===== src/rtl/trap_pkg.sv =====
// Shared definitions for the pipeline trap controller.
// Assumes a 32-bit program counter and a one-bit trap reason.
package trap_pkg;
    localparam int PC_W = 32;

    typedef enum logic {
        RSN_BAD_OP   = 1'b0,
        RSN_OVERFLOW = 1'b1
    } trap_reason_e;

    typedef struct packed {
        logic                hit;
        trap_reason_e        reason;
        logic [PC_W-1:0]     pc;
    } trap_pick_t;
endpackage


===== src/rtl/trap_arbiter.sv =====
// Priority picker for trap requests.
// Assumes source index 0 is the oldest instruction; the lowest requesting index wins.
module trap_arbiter
    import trap_pkg::*;
#(
    parameter int N_SRC = 2
) (
    input  logic                   src_req    [N_SRC],
    input  logic [PC_W-1:0]        src_pc     [N_SRC],
    input  trap_reason_e           src_reason [N_SRC],
    output logic [N_SRC-1:0]       grant,
    output trap_pick_t             pick
);
    // Walk from youngest to oldest so the oldest requester overrides.
    always_comb begin
        grant       = '0;
        pick.hit    = 1'b0;
        pick.reason = RSN_BAD_OP;
        pick.pc     = '0;
        for (int i = N_SRC - 1; i >= 0; i--) begin
            if (src_req[i]) begin
                grant       = '0;
                grant[i]    = 1'b1;
                pick.hit    = 1'b1;
                pick.reason = src_reason[i];
                pick.pc     = src_pc[i];
            end
        end
    end
endmodule


===== src/rtl/trap_vector.sv =====
// Handler address generator: one shared entry or reason-indexed vectors.
// Assumes vector slots are a power-of-two number of bytes apart.
module trap_vector
    import trap_pkg::*;
#(
    parameter logic [PC_W-1:0] SHARED_ENTRY = 32'h8000_0180,
    parameter logic [PC_W-1:0] VEC_BASE     = 32'hC000_0000,
    parameter int              SLOT_BYTES   = 32
) (
    input  logic            vec_mode,
    input  trap_reason_e    reason,
    output logic [PC_W-1:0] entry
);
    localparam int SLOT_SH = $clog2(SLOT_BYTES);

    logic [PC_W-1:0] slot_off;

    // Select the entry address for the current reason and mode.
    always_comb begin
        slot_off = PC_W'(reason) << SLOT_SH;
        entry    = vec_mode ? (VEC_BASE + slot_off) : SHARED_ENTRY;
    end
endmodule


===== src/rtl/trap_regs.sv =====
// Architectural saved-PC and reason registers.
// Assumes load is high only in a redirect cycle; synchronous active-low reset.
module trap_regs
    import trap_pkg::*;
#(
    parameter int PC_STEP = 4
) (
    input  logic            clk,
    input  logic            rst_n,
    input  logic            load,
    input  logic [PC_W-1:0] fault_pc,
    input  trap_reason_e    fault_reason,
    output logic [PC_W-1:0] saved_pc,
    output trap_reason_e    saved_reason
);
    // Capture faulting PC plus one instruction and the reason on a taken trap.
    always_ff @(posedge clk) begin
        if (!rst_n) begin
            saved_pc     <= '0;
            saved_reason <= RSN_BAD_OP;
        end else if (load) begin
            saved_pc     <= fault_pc + PC_W'(PC_STEP);
            saved_reason <= fault_reason;
        end
    end
endmodule


===== src/rtl/pipe_trap_unit.sv =====
// Pipeline trap controller top. It picks the oldest valid request (execute
// before decode), bubbles the faulting and younger stages, gates the faulting
// execute instruction's writes, redirects fetch and records saved PC and reason.
// Assumes the surrounding pipeline applies bubbles and redirect in the same cycle.
module pipe_trap_unit
    import trap_pkg::*;
#(
    parameter logic [31:0] SHARED_ENTRY = 32'h8000_0180,
    parameter logic [31:0] VEC_BASE     = 32'hC000_0000,
    parameter int          SLOT_BYTES   = 32,
    parameter int          PC_STEP      = 4
) (
    input  logic        clk,
    input  logic        rst_n,
    input  logic        vec_mode,
    input  logic        id_valid,
    input  logic        id_bad_op,
    input  logic [31:0] id_pc,
    input  logic        ex_valid,
    input  logic        ex_overflow,
    input  logic [31:0] ex_pc,
    input  logic        ex_reg_we_i,
    input  logic        ex_mem_we_i,
    output logic        ex_reg_we_o,
    output logic        ex_mem_we_o,
    output logic        fetch_redirect,
    output logic [31:0] handler_pc,
    output logic        bubble_ifid,
    output logic        bubble_idex,
    output logic        bubble_exmem,
    output logic [31:0] saved_pc,
    output logic        trap_reason
);
    localparam int N_SRC  = 2;
    localparam int SRC_EX = 0;
    localparam int SRC_ID = 1;

    logic            src_req    [N_SRC];
    logic [PC_W-1:0] src_pc     [N_SRC];
    trap_reason_e    src_reason [N_SRC];
    logic [N_SRC-1:0] grant;
    trap_pick_t      pick;
    trap_reason_e    held_reason;

    // Order the sources oldest first for the arbiter.
    always_comb begin
        src_req[SRC_EX]    = ex_valid & ex_overflow;
        src_pc[SRC_EX]     = ex_pc;
        src_reason[SRC_EX] = RSN_OVERFLOW;
        src_req[SRC_ID]    = id_valid & id_bad_op;
        src_pc[SRC_ID]     = id_pc;
        src_reason[SRC_ID] = RSN_BAD_OP;
    end

    trap_arbiter #(.N_SRC(N_SRC)) u_arb (
        .src_req    (src_req),
        .src_pc     (src_pc),
        .src_reason (src_reason),
        .grant      (grant),
        .pick       (pick)
    );

    trap_vector #(
        .SHARED_ENTRY (SHARED_ENTRY),
        .VEC_BASE     (VEC_BASE),
        .SLOT_BYTES   (SLOT_BYTES)
    ) u_vec (
        .vec_mode (vec_mode),
        .reason   (pick.reason),
        .entry    (handler_pc)
    );

    trap_regs #(.PC_STEP(PC_STEP)) u_regs (
        .clk          (clk),
        .rst_n        (rst_n),
        .load         (pick.hit),
        .fault_pc     (pick.pc),
        .fault_reason (pick.reason),
        .saved_pc     (saved_pc),
        .saved_reason (held_reason)
    );

    // Bubble the faulting stage and all younger ones; gate faulting writes.
    always_comb begin
        fetch_redirect = pick.hit;
        bubble_ifid    = pick.hit;
        bubble_idex    = pick.hit;
        bubble_exmem   = grant[SRC_EX];
        ex_reg_we_o    = ex_reg_we_i & ~grant[SRC_EX];
        ex_mem_we_o    = ex_mem_we_i & ~grant[SRC_EX];
        trap_reason    = held_reason;
    end
endmodule


===== config.mk =====
export PLATFORM = sky130hd
export DESIGN_NAME = pipe_trap_unit
export DESIGN_NICKNAME = d
export VERILOG_FILES = /design/src/rtl/trap_pkg.sv /design/src/rtl/trap_arbiter.sv /design/src/rtl/trap_vector.sv /design/src/rtl/trap_regs.sv /design/src/rtl/pipe_trap_unit.sv
export SDC_FILE = /design/constraint.sdc
export NUM_CORES = 1
export LEC_CHECK = 0
export BUFFER_PORTS_ARGS = -buffer_cell sky130_fd_sc_hd__buf_2
export CAP_MARGIN = 20
export CORE_ASPECT_RATIO = 1.25
export CORE_UTILIZATION = 45
export CTS_CLUSTER_DIAMETER = 120
export DETAILED_ROUTE_END_ITERATION = 6
export HOLD_SLACK_MARGIN = 0.03
export PLACE_DENSITY_LB_ADDON = 0.12
export SYNTH_ARGS = -nofsm -noshare
export SYNTH_HDL_FRONTEND = slang
export SYNTH_SLANG_ARGS = --single-unit

===== constraint.sdc =====
create_clock -name clk -period 4.2 [get_ports clk]
set_clock_uncertainty 0.1 [all_clocks]
set_input_delay 0.42 -clock clk [delete_from_list [all_inputs] [get_ports clk]]
set_output_delay 0.42 -clock clk [all_outputs]
set_load 0.05 [all_outputs]

Word-level counts from Yosys, hierarchy flattened:

Cells that the tools add are included.

* input bits: 73
* register bits: 33
* word-level logic and storage cells: 13

* mux-type cells: 4
* add/sub/neg operators: 2
* bitwise gates (word level): 5

Operators with widths (count)
* 34-bit 2-to-1 mux: 2
* 31-bit by 7-bit adder with 32-bit output, first input constant: 1
* 32-bit by 3-bit adder with 32-bit output, second input constant: 1
* 32-bit 2-to-1 mux: 1
* 1-bit AND: 4
* 1-bit 2-to-1 mux: 1
* 1-bit NOT: 1

Longest topological paths before layout:

Gate-level depths: netlist (run 1).

* depth after elaboration: 5
* mapped depth: 15
* depth with buffers taken out: 11

By module:

From an unflattened synthesis (run 1), not the netlist that was laid out.

* cells, all modules: 299
* area total of the unflattened synthesis: 2422.3 sq um

Modules (own cells, without submodules)
* trap_regs: times used 1, area an instance 1736.7 sq um, cells an instance 209, seq. area each 660.6 sq um
* trap_arbiter: times used 1, area an instance 395.4 sq um, cells an instance 48, seq. area each 0.0 sq um
* trap_vector: times used 1, area an instance 242.7 sq um, cells an instance 34, seq. area each 0.0 sq um
* pipe_trap_unit: times used 1, area an instance 47.5 sq um, cells an instance 8, seq. area each 0.0 sq um

Worst setup path after synthesis (run 1):

Ideal clock, no wire load.

* path kind: input port to flip-flop
* start point: in ex_valid
* end point: reg u_regs.saved_pc[26]
* path buffers: 5
* path slack: 0.550 ns
* data required time: 4.021 ns
* arrival time: 3.471 ns
* stages: 15
* cells stage by stage: nand2_2 > inv_2 > buf_6 > clkbuf_1 > buf_1 > buf_2 > a22o_1 > ha_1 > nand3_1 > o32ai_2 > nand2_1 > or4_1 > buf_2 > o311a_1 > nor3_1

* longest elaborated chain between the ends: 3

Ends and longest elaborated chain
* start: declaration: RTL line pipe_trap_unit.sv:19 `input logic ex_valid,`
* 1-bit AND (*): RTL line pipe_trap_unit.sv:47 `src_req[SRC_EX] = ex_valid & ex_overflow;`
* 34-bit 2-to-1 mux (*): RTL line trap_arbiter.sv:21 `if (src_req[i]) begin`
* 32-bit by 3-bit adder with 32-bit output: RTL line trap_regs.sv:22 `saved_pc <= fault_pc + PC_W'(PC_STEP);`
* end signal: assignment: RTL line trap_regs.sv:22
* end: declaration: RTL line trap_regs.sv:13 `output logic [PC_W-1:0] saved_pc,`

Mark *: on every way between the ends. The rest lies on a longest branch, timed or not.
A chain may end at the register's enable or synchronous reset.

Worst setup path in the final report (run 1):

* start point: in ex_overflow
* end point: reg u_regs.saved_pc[26]

* longest elaborated chain between the ends: 3

Ends and longest elaborated chain
* start: declaration: RTL line pipe_trap_unit.sv:20 `input logic ex_overflow,`
* 1-bit AND (*): RTL line pipe_trap_unit.sv:47
* 34-bit 2-to-1 mux (*): RTL line trap_arbiter.sv:21
* 32-bit by 3-bit adder with 32-bit output: RTL line trap_regs.sv:22

Marks and branches as above.

==> results_dict.tcl, run 1 <==
set metrics [dict create \
    outcome "completed" \
    grt_max_degree 30 \
    timing_hold_violations_final 0 \
    clk_transition_reported_paths_ns 0.07 \
    maxCapViolCount 0 \
    cp_cell_sequence "buf_2 -> nand2_2 -> inv_2 -> nor2_1 -> a22o_1 -> ha_1 -> nand3_1 -> o32ai_2 -> nand2_1 -> or4_1 -> o311a_1 -> nor3_1" \
    initialDrtViolationCount 221 \
    yosys.area_share.adder_pct 0.4824 \
    wire_length_of_the_first_global_routing_pass_um 12420 \
    fp.dieArea_um2 6073 \
    critical_setup_path_class "in -> reg" \
    startpoint "ex_overflow" \
    via_count_of_the_first_global_routing_pass 2670 \
    report.final.setup_viol 0 \
    vdd_ir_drop_max_mv 0.1716 \
    whs_path_cells 3 \
    postCtsResizedCells 0 \
    cellPowerDensity_nw_per_um2 296.7 \
    yosysSeqAreaShare_pct 25.47 \
    achievable-frequency_mhz 328.2 \
    placement.io_buffers 115 \
    crit_fanout 22 \
    tcrit_tclk_final_pct 72.55 \
    fin_util_pct 56.60 \
    place_inst 508 \
    floorplan.rows 30 \
    synth_mux_area_share_pct 1.158 \
    clock_root_cell "clkbuf_8" \
    ff2ff_setup_slack_ns 3.05 \
    clock_sinks 33 \
    final.setup.tns_ns 0 \
    ys_dominant_reg_cell "dfxtp_1" \
    class_of_the_most_critical_hold_timing_path "in -> reg" \
    cts.path.max_buffers 2 \
    tritoncts "yes" \
    worst-endpoint-required_ns 4.31 \
    post_synth_inst_count 353 \
    diodes 0 \
    area_growth_syn_to_layout_pct 19.58 \
    floorplan.initialDensity_pct 47.33 \
    post_synth_num_cell_types 55 \
    rsz0062_at_grt "false" \
    vias_per_cell 5.730 \
    power.static_leakage_nw 1.411 \
    tightestPinTransition_ns 0.8157 \
    postSynth.asyncResetShare_pct 0 \
    drv_slew 0 \
    dieHeight_um 86.88 \
    synth_enable_flop_cells 0 \
    globalRouteTotalUtil_pct 25.63 \
    core_region_area_um2 5480 \
    route.final.wire_length_um 7875 \
    ys_warn_count 0 \
    setup.worst_path.end "u_regs.saved_pc[26]$_SDFFE_PN0P_" \
    detailedRoute.firstPassIterationCount 5 \
    crit_arrival_ns 3.15 \
    yosys.area_share.xor_xnor_pct 6.078 \
    hpwl_um 5865 \
    crit_path_max_incr_delay_ns 0.56 \
    holdBufCountCts 0 \
    drt.antenna.violating_nets 0 \
    layout-drive-gt1-share_pct 30.00 \
    postCtsSetupRepairBufs 0 \
    total_power_mw 0.9202 \
    main_combinational_cell_family_by_area_after_synthesis "simple AND/OR/NAND/NOR gates" \
    routed-via-count 2945 \
    antenna_found_initial 0 \
    clk-insertion-delay-late_ns 0.28 \
    synth.ff_latch_count 33 \
    synth.cell_area_um2 2594 \
    relative_slew_margins_pct 45.29 \
    ff2ff_path_depth 3 \
    critical_path.reg2reg.endpoint "u_regs.saved_pc[29]$_SDFFE_PN0P_" \
    startpoint_class_of_the_critical_path "primary input" \
    worst_flop_to_flop_path_startpoint "u_regs.saved_pc[29]$_SDFFE_PN0P_" \
    postSynthAreaPerCell_um2 7.348 \
    synth_compound_gate_area_share_pct 21.23 \
    finalWeightedCongestion 0.8882 \
    routed_wire_length_per_instance_um 15.32 \
    io_pins 144 \
    instances_no_fill 514 \
    setup.worst_path.end_class "register" \
    cts_max_level 2 \
    final_net_count 525 \
    overflow_left_after_global_routing 0 \
    total_drc_errors_in_the_routed_layout 0 \
    post-route-min-period_ns 3.047 \
    chipWidth_um 69.91 \
    cts_buffer_count 5 \
    synth_simple_gate_area_share_pct 30.82 \
    crit_slowest_cell "or4_1" \
]
## cell families (layout without fill, tap and decap cells)
| kind of cell | after synthesis | in the layout |
|---|---|---|
| compound gates | 81 | 81 |
| xor+xnor | 18 | 18 |
| fa+ha+maj | 1 | 1 |
| buf+inv | 60 | 131 |
| flops | 33 | 33 |
| mux | 3 | 3 |
| other cells | 2 | 28 |
| simple gates | 155 | 155 |
## registers in the layout, summed over array words and instances (netlist names)
register	cells
u_regs.saved_pc	32
u_regs.saved_reason	1
## power by group
part | total (mW) | internal (mW) | switching [mW]
registers | 0.345 | 0.335 | 0.0101
clock network | 0.225 | 0.109 | 0.116
logic | 0.351 | 0.0861 | 0.265
total | 0.920 | 0.530 | 0.390
## worst min-delay path by stage
stage                                    startpoint                              end  slack (ns)
CTS                                        id_pc[1]  u_regs.saved_pc[1]$_SDFFE_PN0P_        0.30
global route                               id_pc[1]  u_regs.saved_pc[1]$_SDFFE_PN0P_        0.32
detailed placement  u_regs.saved_pc[8]$_SDFFE_PN0P_  u_regs.saved_pc[8]$_SDFFE_PN0P_        0.34
finish                                     id_pc[1]  u_regs.saved_pc[1]$_SDFFE_PN0P_        0.30
floorplan                                  id_pc[0]  u_regs.saved_pc[0]$_SDFFE_PN0P_        0.48
global placement    u_regs.saved_pc[9]$_SDFFE_PN0P_  u_regs.saved_pc[9]$_SDFFE_PN0P_        0.34
## per-layer routing
layer	routed length (um)	track usage, %	vias up
met2	4038	45.72	138
met1	3132	29.88	1357
met4	168	12.18	0
met3	536	4.167	13
li1	-	-	1437
met5	0	0	-
## cell type report
cell class                      count  area, um^2
Timing Repair Buffer              120       613.1
Inverter                            5       18.77
Clock inverter                      1       5.005
Sequential cell                    33       660.6
Tap cell                           64       80.08
Fill cell                         591        2379
Clock buffer                        5       68.82
Multi-Input combinational cell    286        1655
## cells in the mapped netlist, types with 2 or more instances
cell type,count,area (um^2)
and4_1,3,26.28
xor2_1,9,78.83
a41oi_1,2,17.52
o2111ai_1,2,17.52
nor4_1,7,43.79
nand4_1,19,118.9
buf_4,36,270.3
inv_1,3,11.26
dfxtp_1,33,660.6
and2_1,3,18.77
o21ai_0,10,50.05
o311a_1,2,20.02
buf_1,2,7.510
a22o_1,3,26.28
nand2_2,2,12.51
buf_2,6,30.03
o21ai_1,4,20.02
mux2i_1,3,30.03
a211oi_1,4,30.03
a22oi_1,5,37.54
o21ai_2,2,17.52
a221oi_1,2,17.52
and3_1,13,81.33
xnor2_1,9,78.83
a31oi_1,7,43.79
nand3_1,21,105.1
conb_1,2,7.510
nand2_1,54,202.7
a311oi_1,4,35.03
nor3_1,7,35.03
a21oi_1,25,125.1
nor2_1,17,63.81
clkbuf_1,10,37.54
## placed cells by master (no fill, tap or decap), types with 7 or more instances in the layout
| master | netlist | routed |
|---|---|---|
| nor3_1 | 7 | 7 |
| and3_1 | 13 | 13 |
| nand2_1 | 54 | 54 |
| conb_1 | 2 | 28 |
| nand3_1 | 21 | 21 |
| xnor2_1 | 9 | 9 |
| nor2_1 | 17 | 17 |
| a21oi_1 | 25 | 25 |
| nor4_1 | 7 | 7 |
| buf_2 | 6 | 115 |
| xor2_1 | 9 | 9 |
| nand4_1 | 19 | 19 |
| o21ai_0 | 10 | 10 |
| dfxtp_1 | 33 | 33 |
| a31oi_1 | 7 | 7 |
## worst max-delay path, delay by kind of cell
family	cells	cell delay, ns
AOI/OAI and AO/OA	3	0.96
adders and majority gates	1	0.18
and+or+nand+nor	6	1.25
buffers and inverters	2	0.33
## per-stage QoR
stage	hold slack [ns]	worst slack (ns)	area, um^2
2_1_floorplan	0.4790	0.5501	2691
3_3_place_gp	0.3364	0.9863	3028
3_5_place_dp	0.3430	0.8956	3028
4_1_cts	0.2966	1.175	3102
5_1_grt	0.3155	0.9386	3102
6_report	0.3001	1.153	3102
Power figures use the tool's default switching activity.
==> inputs of run 2 (changes only) <==
--- a/config.mk
+++ b/config.mk
@@ -5,10 +5,11 @@
 export SDC_FILE = /design/constraint.sdc
 export NUM_CORES = 1
 export LEC_CHECK = 0
+export ABC_AREA = 1
 export BUFFER_PORTS_ARGS = -buffer_cell sky130_fd_sc_hd__buf_2
 export CAP_MARGIN = 20
 export CORE_ASPECT_RATIO = 1.25
-export CORE_UTILIZATION = 45
+export CORE_UTILIZATION = 44
 export CTS_CLUSTER_DIAMETER = 120
 export DETAILED_ROUTE_END_ITERATION = 6
 export HOLD_SLACK_MARGIN = 0.03
==> constraint.sdc (replaced) <==
create_clock -name clk -period 2.7 [get_ports clk]
set_clock_uncertainty 0.1 [all_clocks]
set_input_delay 0.27 -clock clk [delete_from_list [all_inputs] [get_ports clk]]
set_output_delay 0.27 -clock clk [all_outputs]
set_load 0.05 [all_outputs]
==> results_dict.tcl, run 2 <==
set metrics [dict create \
    cp_cell_sequence "buf_2 -> nand2_2 -> buf_4 -> nand2_2 -> buf_4 -> nand3_2 -> nor2_1 -> nand3_1 -> nor2_2 -> nand2_1 -> nand2_1 -> nand3_1 -> nand2_1 -> inv_1" \
    diodes 0 \
    postCtsResizedCells 0 \
    hpwl_um 8269 \
    startpoint_class_of_the_critical_path "primary input" \
    drv_slew 0 \
    synth_enable_flop_cells 0 \
    class_of_the_most_critical_hold_timing_path "in -> reg" \
    fp.dieArea_um2 7746 \
    synth_simple_gate_area_share_pct 49.56 \
    antenna_found_initial 0 \
    startpoint "ex_valid" \
    post_synth_inst_count 566 \
    cts.path.max_buffers 2 \
    clk-insertion-delay-late_ns 0.29 \
    globalRouteTotalUtil_pct 27.17 \
    top_regs "u_regs.saved_pc (32), u_regs.saved_reason (1)" \
    detailedRoute.firstPassIterationCount 6 \
    tritoncts "yes" \
    ys_dominant_reg_cell "dfxtp_1" \
    wire_length_of_the_first_global_routing_pass_um 16280 \
    floorplan.initialDensity_pct 46.08 \
    synth.ff_latch_count 33 \
    finalWeightedCongestion 0.9334 \
    power.switching_mw 0.7403 \
    postCtsSetupRepairBufs 0 \
    synth.top_cells.by_area "nand2_1, dfxtp_1, nand3_1" \
    power_switching_share_pct 43.38 \
    final.setup.tns_ns 0 \
    layout-drive-gt1-share_pct 27.64 \
    post-synth-top-area-fraction_pct 21.11 \
    ff2ff_setup_slack_ns 1.84 \
    yosysTopAreaCell "nand2_1" \
    yosys.area_share.adder_pct 0.3845 \
    fillCellCount 791 \
    vdd_ir_drop_max_mv 0.3126 \
    pwr-share-seq_pct 31.9 \
    core_region_area_um2 7062 \
    largest_reg_flops 32 \
    area_growth_syn_to_layout_pct 18.49 \
    post-route-min-period_ns 1.926 \
    route.final.wire_length_um 10050 \
    cts_buffer_count 5 \
    power.static_leakage_nw 2.225 \
    post_route_worst_setup_slack_ns 0.7740 \
    layout_common_cells "nand2_1, buf_2, inv_1, nor2_1, nand3_1" \
    fin_hold_ws_ns 0.1246 \
    synth.cell_area_um2 3254 \
    setup.worst_path.end_class "register" \
    crit_path_max_incr_delay_ns 0.24 \
    floorplan.rows 34 \
    post_synth_num_cell_types 34 \
    maxCapViolCount 0 \
    total_drc_errors_in_the_routed_layout 0 \
    critical_setup_path_class "in -> reg" \
    relative_slew_margins_pct 65.78 \
    holdBufCountCts 0 \
    initialDrtViolationCount 150 \
    critical-path-top-cell-by-count "nand2_1" \
    ff2ff_path_depth 2 \
    final_design_area_no_fill_um2 3856 \
    yosysSeqAreaShare_pct 20.30 \
    tcrit_tclk_final_pct 71.33 \
    critical_path.reg2reg.endpoint "u_regs.saved_pc[2]$_SDFFE_PN0P_" \
    crit_arrival_ns 2.03 \
    routed-via-count 3624 \
    timing_hold_violations_final 0 \
    worst_flop_to_flop_path_startpoint "u_regs.saved_pc[2]$_SDFFE_PN0P_" \
    tightestPinTransition_ns 0.5132 \
    worst-endpoint-required_ns 2.80 \
    whs_path_cells 3 \
    yosysMostFrequentCell "nand2_1" \
    cellPowerDensity_nw_per_um2 442.5 \
    crit_slowest_cell "buf_4" \
    synth_mux_area_share_pct 0 \
    yosys.area_share.xor_xnor_pct 1.615 \
    clk_transition_reported_paths_ns 0.08 \
    registers.top_by_ff_count "u_regs.saved_pc" \
    rsz0062_at_grt "false" \
    overflow_left_after_global_routing 0 \
    routed_wire_length_per_instance_um 13.18 \
    postSynthAreaPerCell_um2 5.750 \
    main_combinational_cell_family_by_area_after_synthesis "simple AND/OR/NAND/NOR gates" \
    setup.worst_path.end "u_regs.saved_pc[31]$_SDFFE_PN0P_" \
    preCtsSetupSlack_ns 0.4689 \
    report.final.setup_viol 0 \
    via_count_of_the_first_global_routing_pass 3385 \
    p_clk_share_pct 29.0 \
    synth.top_cells.by_count "nand2_1, inv_1, nor2_1" \
    cpLargestDelayFamily "simple AND/OR/NAND/NOR gates" \
    layout_commonest_cell "nand2_1" \
    achievable-frequency_mhz 519.2 \
    dieHeight_um 98.16 \
    io_pins 144 \
    drt.antenna.violating_nets 0 \
    placement.io_buffers 115 \
    clock_sinks 33 \
    ys_warn_count 0 \
    cp.buffers_inverters 4 \
    pwr-share-comb_pct 39.1 \
    chipWidth_um 78.92 \
    synth_compound_gate_area_share_pct 7.266 \
    grt_max_degree 46 \
    internal_power_mw 0.9661 \
    postSynth.asyncResetShare_pct 0 \
    vias_per_cell 4.750 \
    clock_root_cell "clkbuf_8" \
    cts_max_level 2 \
    placed_area_um2 3741 \
    crit_fanout 17 \
    final_net_count 746 \
    worst-path-stages 14 \
    outcome "completed" \
]
-- run 2: cell count changes in the layout (fill, tap and decap cells not counted), sizes merged, moves of 10 or more --
cell,delta
and3,-13
nand4,-10
inv,+73
nor2,+64
nand3,+41
nand2,+142
-- run 2: cell type report --
cell class / instances / area [um^2] / share of cell area [%]
Multi-Input combinational cell: 429 / 2019 / 52.37
Timing Repair Buffer: 123 / 648.1 / 16.81
Clock inverter: 3 / 46.29 / 1.201
Inverter: 80 / 300.3 / 7.787
Clock buffer: 5 / 68.82 / 1.785
Sequential cell: 33 / 660.6 / 17.13
Tap cell: 90 / 112.6 / 2.920
-- run 2: worst min path at each step --
stage               slack (ns)                        startpoint                               end
floorplan                 0.33                          id_pc[1]   u_regs.saved_pc[1]$_SDFFE_PN0P_
global placement          0.35  u_regs.saved_reason$_SDFFE_PN0P_  u_regs.saved_reason$_SDFFE_PN0P_
detailed placement        0.35  u_regs.saved_pc[21]$_SDFFE_PN0P_  u_regs.saved_pc[21]$_SDFFE_PN0P_
CTS                       0.12                          id_pc[1]   u_regs.saved_pc[1]$_SDFFE_PN0P_
global route              0.15                          id_pc[1]   u_regs.saved_pc[1]$_SDFFE_PN0P_
finish                    0.12                          id_pc[1]   u_regs.saved_pc[1]$_SDFFE_PN0P_
-- run 2: tightest hold or removal path, cell delays in order --
cell and delay (ns):
buf_2 0.09, nand2_1 0.05, a31oi_1 0.06
-- run 2: routing by layer --
layer / track usage (%) / wire length (um) / vias to the layer above / part of all wire, %
li1: - / - / 1893 / -
met4: 6.154 / 141 / 0 / 1.4
met3: 3.925 / 377 / 9 / 3.7
met1: 31.55 / 4285 / 1631 / 43
met2: 51.44 / 5250 / 91 / 52
met5: 0 / 0 / - / 0
-- run 2: stage by stage --
step                      instances  power, mW  util (%)
final                           763      1.706     54.61
after global routing            763      1.797     54.61
after CTS                       763      1.717     54.61
after detailed placement        755      1.223     52.98
after global placement          755      1.222     52.98
after floorplan                 592      1.093         -
-- run 2: logic make-up after synthesis --
family                   Yosys count
AO/OA/AOI/OAI                     41
XOR/XNOR                           6
adder cells (fa/ha/maj)            1
buffers and inverters            130
flip-flops                        33
other                              2
AND/OR/NAND/NOR                  353
-- run 2: power by group through the flow --
| stage | Sequential, mW | Clock [mW] | Combinational [mW] |
|---|---|---|---|
| 2_1_floorplan | 0.686 | 0 | 0.407 |
| 3_3_place_gp | 0.554 | 0 | 0.667 |
| 3_5_place_dp | 0.556 | 0 | 0.668 |
| 4_1_cts | 0.545 | 0.502 | 0.670 |
| 5_1_grt | 0.549 | 0.523 | 0.725 |
| 6_report | 0.544 | 0.495 | 0.667 |
==> inputs of run 3 (changes only) <==
--- a/config.mk
+++ b/config.mk
@@ -9,7 +9,7 @@
 export BUFFER_PORTS_ARGS = -buffer_cell sky130_fd_sc_hd__buf_2
 export CAP_MARGIN = 20
 export CORE_ASPECT_RATIO = 1.25
-export CORE_UTILIZATION = 44
+export CORE_UTILIZATION = 49
 export CTS_CLUSTER_DIAMETER = 120
 export DETAILED_ROUTE_END_ITERATION = 6
 export HOLD_SLACK_MARGIN = 0.03
==> constraint.sdc (replaced) <==
create_clock -name clk -period 1.81 [get_ports clk]
set_clock_uncertainty 0.1 [all_clocks]
set_input_delay 0.181 -clock clk [delete_from_list [all_inputs] [get_ports clk]]
set_output_delay 0.181 -clock clk [all_outputs]
set_load 0.05 [all_outputs]
==> results_dict.tcl, run 3 (synthesis results as in run 2) <==
set metrics [dict create \
    achievable-frequency_mhz 584.1 \
    post-route-min-period_ns 1.712 \
    post_route_worst_setup_slack_ns 0.09803 \
    critical_setup_path_class "in -> reg" \
    routed_wire_length_per_instance_um 12.68 \
    tritoncts "yes" \
    layout_common_cells "nand2_1, buf_2, buf_4, inv_1, nor2_1" \
    class_of_the_most_critical_hold_timing_path "in -> reg" \
    vias_per_cell 4.692 \
    final_net_count 814 \
    route.final.wire_length_um 10480 \
    grt_max_degree 36 \
    clk_transition_reported_paths_ns 0.07 \
    layout_commonest_cell "nand2_1" \
    wire_length_of_the_first_global_routing_pass_um 16400 \
    crit_arrival_ns 1.80 \
    fp.dieArea_um2 6973 \
    vdd_ir_drop_max_mv 0.6309 \
    drt.antenna.violating_nets 0 \
    startpoint_class_of_the_critical_path "primary input" \
    largest_reg_flops 32 \
    floorplan.rows 32 \
    hpwl_um 8652 \
    routed-via-count 3876 \
    setup.worst_path.end_class "register" \
    placement.io_buffers 115 \
    detailedRoute.firstPassIterationCount 6 \
    initialDrtViolationCount 169 \
    drv_slew 0 \
    clock_root_cell "clkbuf_8" \
    overflow_left_after_global_routing 0 \
    clock_sinks 33 \
    report.final.setup_viol 0 \
    final_design_area_no_fill_um2 4414 \
    power.static_leakage_nw 2.560 \
    chipWidth_um 74.89 \
    finalWeightedCongestion 0.9112 \
    startpoint "ex_valid" \
    cts_max_level 2 \
    cellPowerDensity_nw_per_um2 610.5 \
    timing_hold_violations_final 0 \
    cts_buffer_count 5 \
    cts.path.max_buffers 2 \
    outcome "completed" \
    ff2ff_setup_slack_ns 0.94 \
    diodes 0 \
    area_growth_syn_to_layout_pct 35.64 \
    worst_flop_to_flop_path_startpoint "u_regs.saved_pc[5]$_SDFFE_PN0P_" \
    total_power_mw 2.695 \
    fin_util_pct 70.22 \
    layout-drive-gt1-share_pct 34.95 \
    maxCapViolCount 0 \
    preCtsSetupSlack_ns -0.2658 \
    core_region_area_um2 6286 \
    floorplan.initialDensity_pct 51.77 \
    final.setup.tns_ns 0 \
    antenna_found_initial 0 \
    via_count_of_the_first_global_routing_pass 3646 \
    placed_area_um2 4220 \
    registers.top_by_ff_count "u_regs.saved_pc" \
    dieHeight_um 93.12 \
    worst-endpoint-required_ns 1.90 \
    min-delay-start "id_pc[1]" \
    tcrit_tclk_final_pct 94.58 \
    globalRouteTotalUtil_pct 31.02 \
    top_regs "u_regs.saved_pc (32), u_regs.saved_reason (1)" \
    total_drc_errors_in_the_routed_layout 0 \
    io_pins 144 \
    clk-insertion-delay-late_ns 0.29 \
    crit_fanout 5 \
]
==> run 3: changes by cell type in the layout (fill, tap and decap cells not counted), moves of 2 or more <==
cell / delta
buf_12: +2
buf_2: -2
buf_4: +64
clkbuf_4: +2
nor2_1: -2
nor2_2: +2
==> run 3: stage by stage <==
stage                     instances  hold WS [ns]
final                           826       0.05031
after CTS                       821       0.05003
after floorplan                 592        0.2382
after global placement          813        0.3455
after global routing            826       0.08194
after detailed placement        813        0.3514
==> run 3: critical path: stages <==
cell and delay [ns]:
buf_2 0.12, nand2_4 0.08, buf_4 0.14, nand2_1 0.07, o21ai_2 0.06, inv_1 0.06, ha_2 0.17, nand2_1 0.08
nor2_4 0.13, nand2_4 0.12, nor2_4 0.16, nand2_1 0.08, xor2_1 0.17, nand2_1 0.06, nand2_1 0.06, inv_1 0.04
==> run 3: path summary, 6_finish.rpt <==
path	cells after the start	to
max	16	u_regs.saved_pc[18]$_SDFFE_PN0P_
min	3	u_regs.saved_pc[1]$_SDFFE_PN0P_
min reg2reg	2	u_regs.saved_pc[19]$_SDFFE_PN0P_
max reg2reg	3	u_regs.saved_pc[5]$_SDFFE_PN0P_
==> run 3: what timing repair did <==
| item | CTS | global route |
|---|---|---|
| setup buffers | 0 | 3 |
| resized for setup | 0 | 8 |
| hold buffers | 0 | 0 |
| endpoints found under the setup margin | 0 | 13 |
==> run 3: layer usage <==
layer	vias to the layer above	wire (um)	track usage [%]
met5	-	0	0
li1	2028	-	-
met3	16	345	4.203
met2	100	5529	57.13
met1	1732	4355	35.20
met4	0	245	11.16
==> run 3: layout make-up <==
type / count / area (um^2)
clock buffer: 6 / 82.58
clock inverter: 2 / 37.54
fill: 609 / 1872
inverter: 80 / 300.3
multi-input combinational: 431 / 2053
sequential: 33 / 660.6
tap: 85 / 106.4
timing repair buffer: 189 / 1174
==> run 3: where the power goes <==
part           internal [mW]  total, mW  switching [mW]
Combinational          0.356       1.14           0.783
Sequential             0.783      0.811          0.0277
Clock                  0.448      0.745           0.298
Total                   1.59       2.69            1.11
